`src/rtl/i2c_evt_master.sv`:
```
module i2c_evt_master #(
  parameter int QTR_CYC = 4
) (
  input  logic       clk,
  input  logic       rst_n,
  input  logic       reg_wr,
  input  logic [1:0] reg_sel,
  input  logic [9:0] reg_wdata,
  output logic [7:0] data_q,
  output logic [7:0] ctrl_q,
  output logic [7:0] status_q,
  output logic       irq,
  input  logic       scl_in,
  input  logic       sda_in,
  output logic       scl_oe,
  output logic       sda_oe
);
  localparam int CW = (QTR_CYC > 2) ? $clog2(QTR_CYC) : 1;
  localparam logic [7:0] ST_START  = 8'h08, ST_RSTART = 8'h10,
                         ST_WA_ACK = 8'h18, ST_WA_NAK = 8'h20,
                         ST_WD_ACK = 8'h28, ST_WD_NAK = 8'h30,
                         ST_RA_ACK = 8'h40, ST_RA_NAK = 8'h48,
                         ST_RD_ACK = 8'h50, ST_RD_NAK = 8'h58,
                         ST_IDLE   = 8'hF8;

  typedef enum logic [1:0] {PH_IDLE, PH_START, PH_BYTE, PH_STOP} phase_t;
  typedef enum logic [1:0] {K_ADDR, K_TX, K_RX} kind_t;

  phase_t phase, l_phase;
  kind_t  kind, l_kind;
  logic [CW-1:0] cnt;
  logic [1:0] q;
  logic [3:0] bitn;
  logic [7:0] sh, status, data;
  logic ce, en, sta, stp, aak, iflg, busy, rd_mode, ack_bit;
  logic int_en, ovr_scl, ovr_sda, eng_scl, eng_sda;
  logic l_refuse;

  wire stall = (q == 2'd1) && !eng_scl && !scl_in;
  wire tick  = (phase != PH_IDLE) && (cnt == CW'(QTR_CYC - 1)) && !stall;
  wire ctl_wr = reg_wr && reg_sel == 2'd1 && phase == PH_IDLE;
  wire dat_wr = reg_wr && reg_sel == 2'd0 && phase == PH_IDLE;
  wire int_wr = reg_wr && reg_sel == 2'd2;
  wire go = ctl_wr && reg_wdata[6] && !reg_wdata[3];
  wire [7:0] sh_nx = {sh[6:0], 1'b0};

  function automatic logic bit_drive(input logic [3:0] b, input kind_t k,
                                     input logic [7:0] s, input logic a);
    if (b == 4'd8) return (k == K_RX) ? a : 1'b0;
    return (k == K_RX) ? 1'b0 : !s[7];
  endfunction

  always_comb begin
    l_phase = PH_IDLE;
    l_kind = K_TX;
    l_refuse = 1'b0;
    if (go) begin
      if (reg_wdata[5]) begin
        if (busy || sda_in) l_phase = PH_START;
        else l_refuse = 1'b1;
      end else if (reg_wdata[4]) begin
        if (busy) l_phase = PH_STOP;
      end else if (status == ST_START || status == ST_RSTART) begin
        l_phase = PH_BYTE;
        l_kind = K_ADDR;
      end else if (status == ST_WA_ACK || status == ST_WA_NAK ||
                   status == ST_WD_ACK || status == ST_WD_NAK) begin
        l_phase = PH_BYTE;
        l_kind = K_TX;
      end else if (status == ST_RA_ACK || status == ST_RD_ACK) begin
        l_phase = PH_BYTE;
        l_kind = K_RX;
      end
    end
  end

  always_ff @(posedge clk or negedge rst_n) begin
    if (!rst_n) begin
      phase <= PH_IDLE; kind <= K_TX; cnt <= '0; q <= 2'd0; bitn <= 4'd0;
      sh <= 8'h00; status <= ST_IDLE; data <= 8'h00;
      ce <= 1'b0; en <= 1'b0; sta <= 1'b0; stp <= 1'b0; aak <= 1'b0;
      iflg <= 1'b0; busy <= 1'b0; rd_mode <= 1'b0; ack_bit <= 1'b0;
      int_en <= 1'b0; ovr_scl <= 1'b0; ovr_sda <= 1'b0;
      eng_scl <= 1'b0; eng_sda <= 1'b0;
    end else begin
      if (int_wr) begin
        int_en <= reg_wdata[6];
        ovr_scl <= reg_wdata[9];
        ovr_sda <= reg_wdata[8];
      end
      if (dat_wr) data <= reg_wdata[7:0];
      if (ctl_wr) begin
        ce <= reg_wdata[7]; en <= reg_wdata[6]; sta <= reg_wdata[5];
        stp <= reg_wdata[4]; aak <= reg_wdata[2];
        if (!reg_wdata[3]) iflg <= 1'b0;
        if (l_refuse) sta <= 1'b0;
        if (go && reg_wdata[4] && !reg_wdata[5] && !busy) stp <= 1'b0;
      end

      if (phase == PH_IDLE) begin
        cnt <= '0;
        q <= 2'd0;
        if (l_phase != PH_IDLE) begin
          phase <= l_phase;
          kind <= l_kind;
          bitn <= 4'd0;
          case (l_phase)
            PH_START: eng_sda <= 1'b0;
            PH_STOP:  eng_sda <= 1'b1;
            default: begin
              sh <= data;
              if (l_kind == K_ADDR) rd_mode <= data[0];
              eng_sda <= bit_drive(4'd0, l_kind, data, reg_wdata[2]);
            end
          endcase
        end
      end else if (!tick) begin
        if (!stall) cnt <= cnt + 1'b1;
      end else begin
        cnt <= '0;
        q <= q + 2'd1;
        case (q)
          2'd0: eng_scl <= 1'b0;
          2'd1: begin
            if (phase == PH_START) eng_sda <= 1'b1;
            if (phase == PH_STOP)  eng_sda <= 1'b0;
            if (phase == PH_BYTE) begin
              if (bitn == 4'd8) ack_bit <= !sda_in;
              else if (kind == K_RX) sh <= {sh[6:0], sda_in};
            end
          end
          2'd2: if (phase != PH_STOP) eng_scl <= 1'b1;
          default: begin
            case (phase)
              PH_START: begin
                status <= busy ? ST_RSTART : ST_START;
                busy <= 1'b1; iflg <= 1'b1; sta <= 1'b0; phase <= PH_IDLE;
              end
              PH_STOP: begin
                status <= ST_IDLE;
                busy <= 1'b0; sta <= 1'b0; stp <= 1'b0; phase <= PH_IDLE;
              end
              default: begin
                if (bitn != 4'd8) begin
                  bitn <= bitn + 4'd1;
                  if (kind != K_RX) sh <= sh_nx;
                  eng_sda <= bit_drive(bitn + 4'd1, kind, sh_nx, aak);
                end else begin
                  eng_sda <= 1'b0;
                  iflg <= 1'b1;
                  phase <= PH_IDLE;
                  case (kind)
                    K_ADDR: status <= rd_mode ? (ack_bit ? ST_RA_ACK : ST_RA_NAK)
                                              : (ack_bit ? ST_WA_ACK : ST_WA_NAK);
                    K_TX:   status <= ack_bit ? ST_WD_ACK : ST_WD_NAK;
                    default: begin
                      status <= aak ? ST_RD_ACK : ST_RD_NAK;
                      data <= sh;
                    end
                  endcase
                end
              end
            endcase
          end
        endcase
      end
    end
  end

  assign data_q   = data;
  assign status_q = status;
  assign ctrl_q   = {ce, en, sta, stp, iflg, aak, 2'b00};
  assign irq      = int_en && (status != ST_IDLE);
  assign scl_oe   = eng_scl | ovr_scl;
  assign sda_oe   = eng_sda | ovr_sda;


  iflg_hold_chk: assert property (@(posedge clk) disable iff (!rst_n)
    (iflg && !(reg_wr && reg_sel == 2'd1)) |=> iflg);

  stop_idle_chk: assert property (@(posedge clk) disable iff (!rst_n)
    $fell(busy) |-> (status == ST_IDLE && !eng_scl && !eng_sda));

  idle_release_chk: assert property (@(posedge clk) disable iff (!rst_n)
    (!busy && phase == PH_IDLE) |-> (!eng_scl && !eng_sda));

  data_latch_chk: assert property (@(posedge clk) disable iff (!rst_n)
    !$stable(data) |-> (iflg || $past(reg_wr && reg_sel == 2'd0)));

  flag_code_chk: assert property (@(posedge clk) disable iff (!rst_n)
    iflg |-> status != ST_IDLE);

  status_code_chk: assert property (@(posedge clk) disable iff (!rst_n)
    status == ST_IDLE || status == ST_START || status == ST_RSTART ||
    status == ST_WA_ACK || status == ST_WA_NAK || status == ST_WD_ACK ||
    status == ST_WD_NAK || status == ST_RA_ACK || status == ST_RA_NAK ||
    status == ST_RD_ACK || status == ST_RD_NAK);
endmodule

```
`config.mk`:
```
export PLATFORM = sky130hd
export DESIGN_NAME = i2c_evt_master
export DESIGN_NICKNAME = d
export VERILOG_FILES = /design/src/rtl/i2c_evt_master.sv
export SDC_FILE = /design/constraint.sdc
export NUM_CORES = 1
export LEC_CHECK = 0
export BUFFER_PORTS_ARGS = -buffer_cell sky130_fd_sc_hd__buf_2
export CAP_MARGIN = 20
export CORE_MARGIN = 1
export CORE_UTILIZATION = 61
export DETAILED_ROUTE_END_ITERATION = 16
export GPL_TIMING_DRIVEN = 0
export PLACE_DENSITY_LB_ADDON = 0.05
export SLEW_MARGIN = 20
export SYNTH_ARGS = -nofsm -noshare
export SYNTH_HDL_FRONTEND = slang
export SYNTH_SLANG_ARGS = --single-unit
```
`constraint.sdc`:
```
create_clock -name clk -period 6.6 [get_ports clk]
set_input_delay 0.66 -clock clk [delete_from_list [all_inputs] [get_ports clk]]
set_output_delay 0.66 -clock clk [all_outputs]
set_load 0.01 [all_outputs]
```
==> qor.csv, run 1 <==
stage,metric,value,unit
global_routing,antenna violations before repair,0,
yosys,Mapped Avg Cell Area,9.23,um^2
global_routing,GRT Resource Usage Total,0.298,
floorplanning,Initial Util,0.640,
clock_network,number of buffers created by CTS,5,
global_routing,grt ovf,0,
clock_network,TritonCTS clock tree,yes,
timing,Hold Fails Final Rpt,0,
detailed_routing,via count,2444,
timing,min Tclk post-route,3.28,ns
global_routing,largest net degree at the start of global routing,48,
timing,Slew Limit Fails,0,
detailed_routing,Avg WL per Cell,16.5,um
timing,relative slew slack,0.310,
detailed_routing,Detail Route Antenna Nets,0,
floorplanning,placeable core area,0.00441,mm^2
yosys,Syn. warnings,0,
clock_network,clk sink count,47,
layout,"most common cell after layout, fill and taps aside",nand2_1,
worst_setup_path,crit path cell chain,clkbuf_1 > nor4_1 > a2111oi_1 > a221oi_2 > a2111oi_4 > mux2_2,
floorplanning,die width,70.1,um
clock_network,CTS H-Tree Depth,2,
layout,Final #Nets,381,
global_routing,vias in the first global route,2365,
timing,final hold slack,0.359,ns
clock_network,Worst-Skew Late Latency,0.30,ns
floorplanning,I/O pin cnt,44,
placement,Placer Congestion,0.918,
worst_setup_path,crit path capture type,flop,
yosys,synthesized instance count,306,
detailed_routing,DRT iter0 DRCs,182,
timing,RSZ-0062 raised after global routing,no,
layout,# diodes,0,
status,status,completed,
clock_network,hold buffers post-CTS,0,
clock_network,"Reg clk slew, reported paths",0.09,ns
clock_network,# Post-CTS Setup Buffers,0,
pwr,PD cells,273,mW/mm^2
detailed_routing,drt pass-1 iters,4,
detailed_routing,Vias/cell,5.99,
timing,setup violators final,0,
pwr,overall power,878,uW
floorplanning,Die Y,70.1,um
worst_setup_path,slowest CP cell,a2111oi_1,
timing,Slew @ Worst Pin,1.03,ns
floorplanning,# rows,24,
clock_network,number of buffers on the longest clock path,2,
floorplanning,Die ar.,0.00491,mm^2
detailed_routing,Routed WL,6720,um
worst_setup_path,CP startpoint kind,flop,
min_path,HP Class,in -> async,
detailed_routing,Post-route DRC,0,
global_routing,first-pass GRT wire length,11400,um
clock_network,PostCTS Resize Cnt,0,
timing,clock skew,0.0103,ns
worst_setup_path,WS Path Type,reg -> reg,
worst_setup_path,Max stage delay on crit path,0.83,ns
pwr,leak pwr,0.00147,uW
worst_setup_path,Critical Path RT,6.79,ns
timing,final period utilization,0.497,
pwr,peak supply drop,0.195,mV
layout,most frequent cells in the layout,"nand2_1, dfrtp_1, buf_2, nor2_1",
layout,proportion of layout cells with a drive suffix above 1,0.239,
worst_setup_path,largest fanout on the critical path,8,
yosys,post-synth cell types,54,
clock_network,CTS Root Cell,clkbuf_8,
layout,P&R area growth vs syn,13.6,%
yosys,Async SR Flop Fraction,1.00,
yosys,post-synthesis sequential area ratio,0.419,
placement,dpl hpwl,4800,um
yosys,post-synthesis register bit count,47,
yosys,"EDFF count, synth",0,
yosys,Most used DFF post-synth,dfrtp_1,
timing,fmax,305,MHz
worst_setup_path,Worst EP arrival,3.47,ns
timing,setup_tns,0,ns
yosys,Post-Syn Area,0.00283,mm^2
job,Max-cap violations,0,
placement,PortBufs,38,
==> stage by stage <==
stage | setup WS, ns | instances | cell area (um^2) | util
after floorplan | 3.72 | 310 | 2840 | -
after global placement | 3.36 | 400 | 3100 | 0.701
after detailed placement | 3.33 | 400 | 3100 | 0.701
after CTS | 3.35 | 408 | 3210 | 0.727
after global routing | 3.11 | 408 | 3210 | 0.727
final | 3.32 | 408 | 3210 | 0.727
==> layout make-up <==
cell class	count	area [um^2]
inverter	12	45.0
clock inverter	3	43.8
clock buffer	5	68.8
multi-input combinational	227	1480
tap	52	65.1
timing repair buffer	38	193
fill	363	1200
buffer	24	133
sequential	47	1180
==> final timing paths <==
kind,from,to,slack (ns),cells after the start
min in group clk,en$_DFFE_PN0N_,en$_DFFE_PN0N_,0.50,2
setup / recovery,status_q[3]$_DFFE_PN1P_,sh[5]$_DFFE_PN0P_,3.32,6
setup reg to reg,status_q[3]$_DFFE_PN1P_,sh[5]$_DFFE_PN0P_,3.32,6
hold reg to reg,en$_DFFE_PN0N_,en$_DFFE_PN0N_,0.50,2
max in group asynchronous,rst_n,bitn[3]$_DFFE_PN0P_,5.83,1
hold / removal,rst_n,cnt[0]$_DFFE_PN0P_,0.36,1
==> report_power, final <==
part | internal, uW | leakage, uW | total (uW) | switching, uW
clock network | 113 | 0.0000581 | 213 | 101
registers | 348 | 0.000576 | 397 | 49.6
logic | 120 | 0.000839 | 267 | 148
total | 580 | 0.00147 | 878 | 298
==> cell usage after synthesis (2+ instances only) <==
library cell,number,area [um^2]
o31a_1,2,17.5
a21oi_1,18,90.1
nand2_1,45,169
o41ai_1,3,26.3
nor4_4,2,42.5
inv_1,12,45.0
nand3_1,7,35.0
dfrtp_1,41,1030
nand4b_1,2,17.5
ha_1,9,113
o21ai_0,18,90.1
buf_4,11,82.6
dfstp_2,6,158
nand2b_1,3,18.8
nor2b_1,4,25.0
nand4_1,2,12.5
a21o_1,3,22.5
and2_1,3,18.8
nor3_1,2,10.0
nand3b_1,3,22.5
mux2_2,13,146
nor3b_1,3,22.5
a31oi_1,3,18.8
nor2_1,30,113
nor4_1,2,12.5
mux2i_1,11,110
or2_2,4,25.0
clkbuf_1,12,45.0
xnor2_1,5,43.8
o31ai_1,3,22.5
==> state kept, by name, indices dropped and copies added, names as in the netlist, 2 cells and up <==
name / flops
status_q: 5
kind: 2
cnt: 2
phase: 2
data_q: 8
bitn: 4
q: 2
sh: 8
==> worst max-delay path, delay by kind of cell, from the launching register on <==
family | cells | cell delay [ns]
and+or+nand+nor | 1 | 0.08
buffers and inverters | 1 | 0.33
AOI/OAI and AO/OA | 3 | 1.80
DFF | 1 | 0.53
muxes | 1 | 0.42
==> metal layers <==
metal | GRT usage | part of all wire
met2 | 0.491 | 0.49
met3 | 0.0476 | 0.062
met5 | 0 | 0
met1 | 0.408 | 0.44
met4 | 0.0822 | 0.011
==> logic make-up after synthesis <==
logic type               count (synthesis)  synth area share
AO/OA/AOI/OAI                           65             0.157
XOR/XNOR                                 5            0.0155
adder cells (fa/ha/maj)                  9            0.0399
buffers and inverters                   36            0.0629
flip-flops                              47             0.419
multiplexers                            25            0.0948
other                                    1           0.00133
AND/OR/NAND/NOR                        118             0.209
Note: power is estimated with default switching activity, not from simulation.
==> inputs of run 2 (changes only) <==
--- a/config.mk
+++ b/config.mk
@@ -8,7 +8,7 @@
 export BUFFER_PORTS_ARGS = -buffer_cell sky130_fd_sc_hd__buf_2
 export CAP_MARGIN = 20
 export CORE_MARGIN = 1
-export CORE_UTILIZATION = 61
+export CORE_UTILIZATION = 51
 export DETAILED_ROUTE_END_ITERATION = 16
 export GPL_TIMING_DRIVEN = 0
 export PLACE_DENSITY_LB_ADDON = 0.05
==> constraint.sdc (replaced) <==
create_clock -name clk -period 2.7 [get_ports clk]
set_input_delay 0.27 -clock clk [delete_from_list [all_inputs] [get_ports clk]]
set_output_delay 0.27 -clock clk [all_outputs]
set_load 0.01 [all_outputs]
==> run 2 against run 1 <==
Compared with the run above: the run now ends with hold timing left; hold slack got worse by 0.39 ns; sequential share of layout area fell by 1.1 points; clock skew fell by 0.0062 ns; combinational power rose by 150%; utilization fell by 9.2 points; die area rose by 19%; sequential power rose by 140%; clock-buffer cell count rose by 1; critical path depth rose by 1; critical endpoint unchanged.
==> qor.csv, run 2 (same netlist as run 1, synthesis figures left out) <==
stage,metric,value,unit
global_routing,largest net degree at the start of global routing,48,
detailed_routing,Vias/cell,5.66,
floorplanning,placeable core area,0.00520,mm^2
worst_setup_path,Worst Setup SP,phase[1]$_DFFE_PN0P_,
status,status,"complete, but fails checks",
layout,"most common cell after layout, fill and taps aside",nand2_1,
detailed_routing,via count,2426,
clock_network,number of buffers created by CTS,5,
placement,dpl ws,-0.449,ns
global_routing,first-pass GRT wire length,11600,um
timing,RSZ-0062 raised after global routing,no,
worst_setup_path,largest fanout on the critical path,10,
worst_setup_path,FF-to-FF End,sh[5]$_DFFE_PN0P_,
timing,relative slew slack,0.380,
min_path,HP Class,in -> async,
worst_setup_path,Critical Path End,sh[5]$_DFFE_PN0P_,
status,failing checks,hold timing,
detailed_routing,drt pass-1 iters,4,
layout,P&R area growth vs syn,17.1,%
timing,Slew @ Worst Pin,0.927,ns
timing,final hold slack,-0.0345,ns
worst_setup_path,Worst EP arrival,2.75,ns
timing,setup_tns,0,ns
layout,final core utilization,0.636,
layout,most frequent cells in the layout,"nand2_1, dfrtp_1, buf_2, nor2_1",
timing,setup violators final,0,
floorplanning,die width,76.4,um
timing,Hold Fails Final Rpt,41,
clock_network,clk sink count,47,
clock_network,Worst-Skew Late Latency,0.30,ns
detailed_routing,Detail Route Antenna Nets,0,
placement,Placer Congestion,0.863,
pwr,PD cells,676,mW/mm^2
detailed_routing,Post-route DRC,0,
clock_network,CTS H-Tree Depth,2,
layout,proportion of layout cells with a drive suffix above 1,0.256,
timing,min Tclk post-route,2.56,ns
worst_setup_path,Critical Path RT,2.90,ns
timing,Slew Limit Fails,0,
clock_network,TritonCTS clock tree,yes,
floorplanning,I/O pin cnt,44,
layout,Final #Nets,384,
layout,# diodes,0,
worst_setup_path,crit path capture type,flop,
worst_setup_path,WS Path Type,reg -> reg,
timing,clock skew,0.00411,ns
global_routing,GRT Resource Usage Total,0.251,
pwr,leak pwr,0.00152,uW
global_routing,busiest grt layer,met2,
detailed_routing,DRT iter0 DRCs,186,
worst_setup_path,CP startpoint kind,flop,
global_routing,routing usage on met2,0.414,
placement,Placed Cells,418,
timing,fmax,391,MHz
job,Max-cap violations,0,
worst_setup_path,reg2reg setup slack,0.14,ns
worst_setup_path,worst r2r path cells,7,
pwr,peak supply drop,0.483,mV
global_routing,vias in the first global route,2384,
floorplanning,Initial Util,0.543,
clock_network,"Reg clk slew, reported paths",0.09,ns
floorplanning,Die Y,76.4,um
detailed_routing,Avg WL per Cell,15.7,um
placement,dpl hpwl,4870,um
layout,Post-Layout Cell Count,429,
timing,final period utilization,0.948,
floorplanning,# rows,26,
worst_setup_path,R2R Path Start,phase[1]$_DFFE_PN0P_,
floorplanning,Die ar.,0.00584,mm^2
placement,PortBufs,38,
global_routing,met3 Resource Use GR,0.0419,
global_routing,antenna violations before repair,0,
global_routing,global routing usage on met1,0.339,
detailed_routing,Routed WL,6760,um
timing,Setup WS post-layout,0.141,ns
global_routing,grt ovf,0,
clock_network,number of buffers on the longest clock path,2,
clock_network,CTS Root Cell,clkbuf_8,
[run 2: changes by cell type in the layout (fill, tap and decap cells not counted), sizes merged]
cell    previous run  this run
clkinv             2         0
bufinv             1         2
buf               50        54
[run 2: through the flow]
stage	power [uW]	cell area [um^2]	hold slack (ns)
floorplan	1410	2840	-0.0256
global placement	1610	3120	0.466
detailed placement	1630	3120	0.487
CTS	2240	3300	0.180
global route	2380	3310	0.00886
finish	2240	3310	-0.0345
[run 2: layout make-up]
| class | count | area (um^2) |
|---|---|---|
| clock buffers | 6 | 72.6 |
| inverters | 12 | 45.0 |
| flip-flops and latches | 47 | 1180 |
| well taps | 70 | 87.6 |
| fillers | 459 | 1900 |
| clock inverters | 2 | 60.1 |
| multi-input cells | 227 | 1510 |
| repair buffers | 42 | 223 |
| plain buffers | 23 | 131 |
[run 2: worst max-delay path, cell delays in order, from the launching register on]
cell,delay (ns)
dfrtp_1,0.36
clkbuf_1,0.42
or2_2,0.20
clkbuf_1,0.41
a221oi_4,0.20
a2111oi_4,0.29
buf_4,0.22
mux2_2,0.34
[run 2: layer usage]
layer	vias up	wire length, um	share of wire
li1	1175	-	-
met1	1172	3090	0.46
met2	68	3240	0.48
met3	11	321	0.048
met4	0	98	0.015
met5	-	0	0
[run 2: power by group]
part	switching (uW)	total, uW	internal (uW)
logic	360	656	296
registers	120	970	850
clock network	243	613	370
[run 2: timing repair]
item | 4_1_cts | 5_1_grt
pin swaps | 4 | 1
hold buffers | 0 | 0
resized for setup | 5 | 1
setup buffers | 3 | 1
endpoints found under the setup margin | 21 | 11
cloned | 0 | 0
endpoints found under the hold margin | 0 | 0
[run 2: worst min path at each step]
stage	to	from
floorplan	aak$_DFFE_PN0N_	rst_n
global placement	en$_DFFE_PN0N_	en$_DFFE_PN0N_
global route	cnt[0]$_DFFE_PN0P_	rst_n
CTS	cnt[0]$_DFFE_PN0P_	rst_n
finish	cnt[0]$_DFFE_PN0P_	rst_n
detailed placement	status_q[7]$_DFFE_PN1P_	status_q[7]$_DFFE_PN1P_
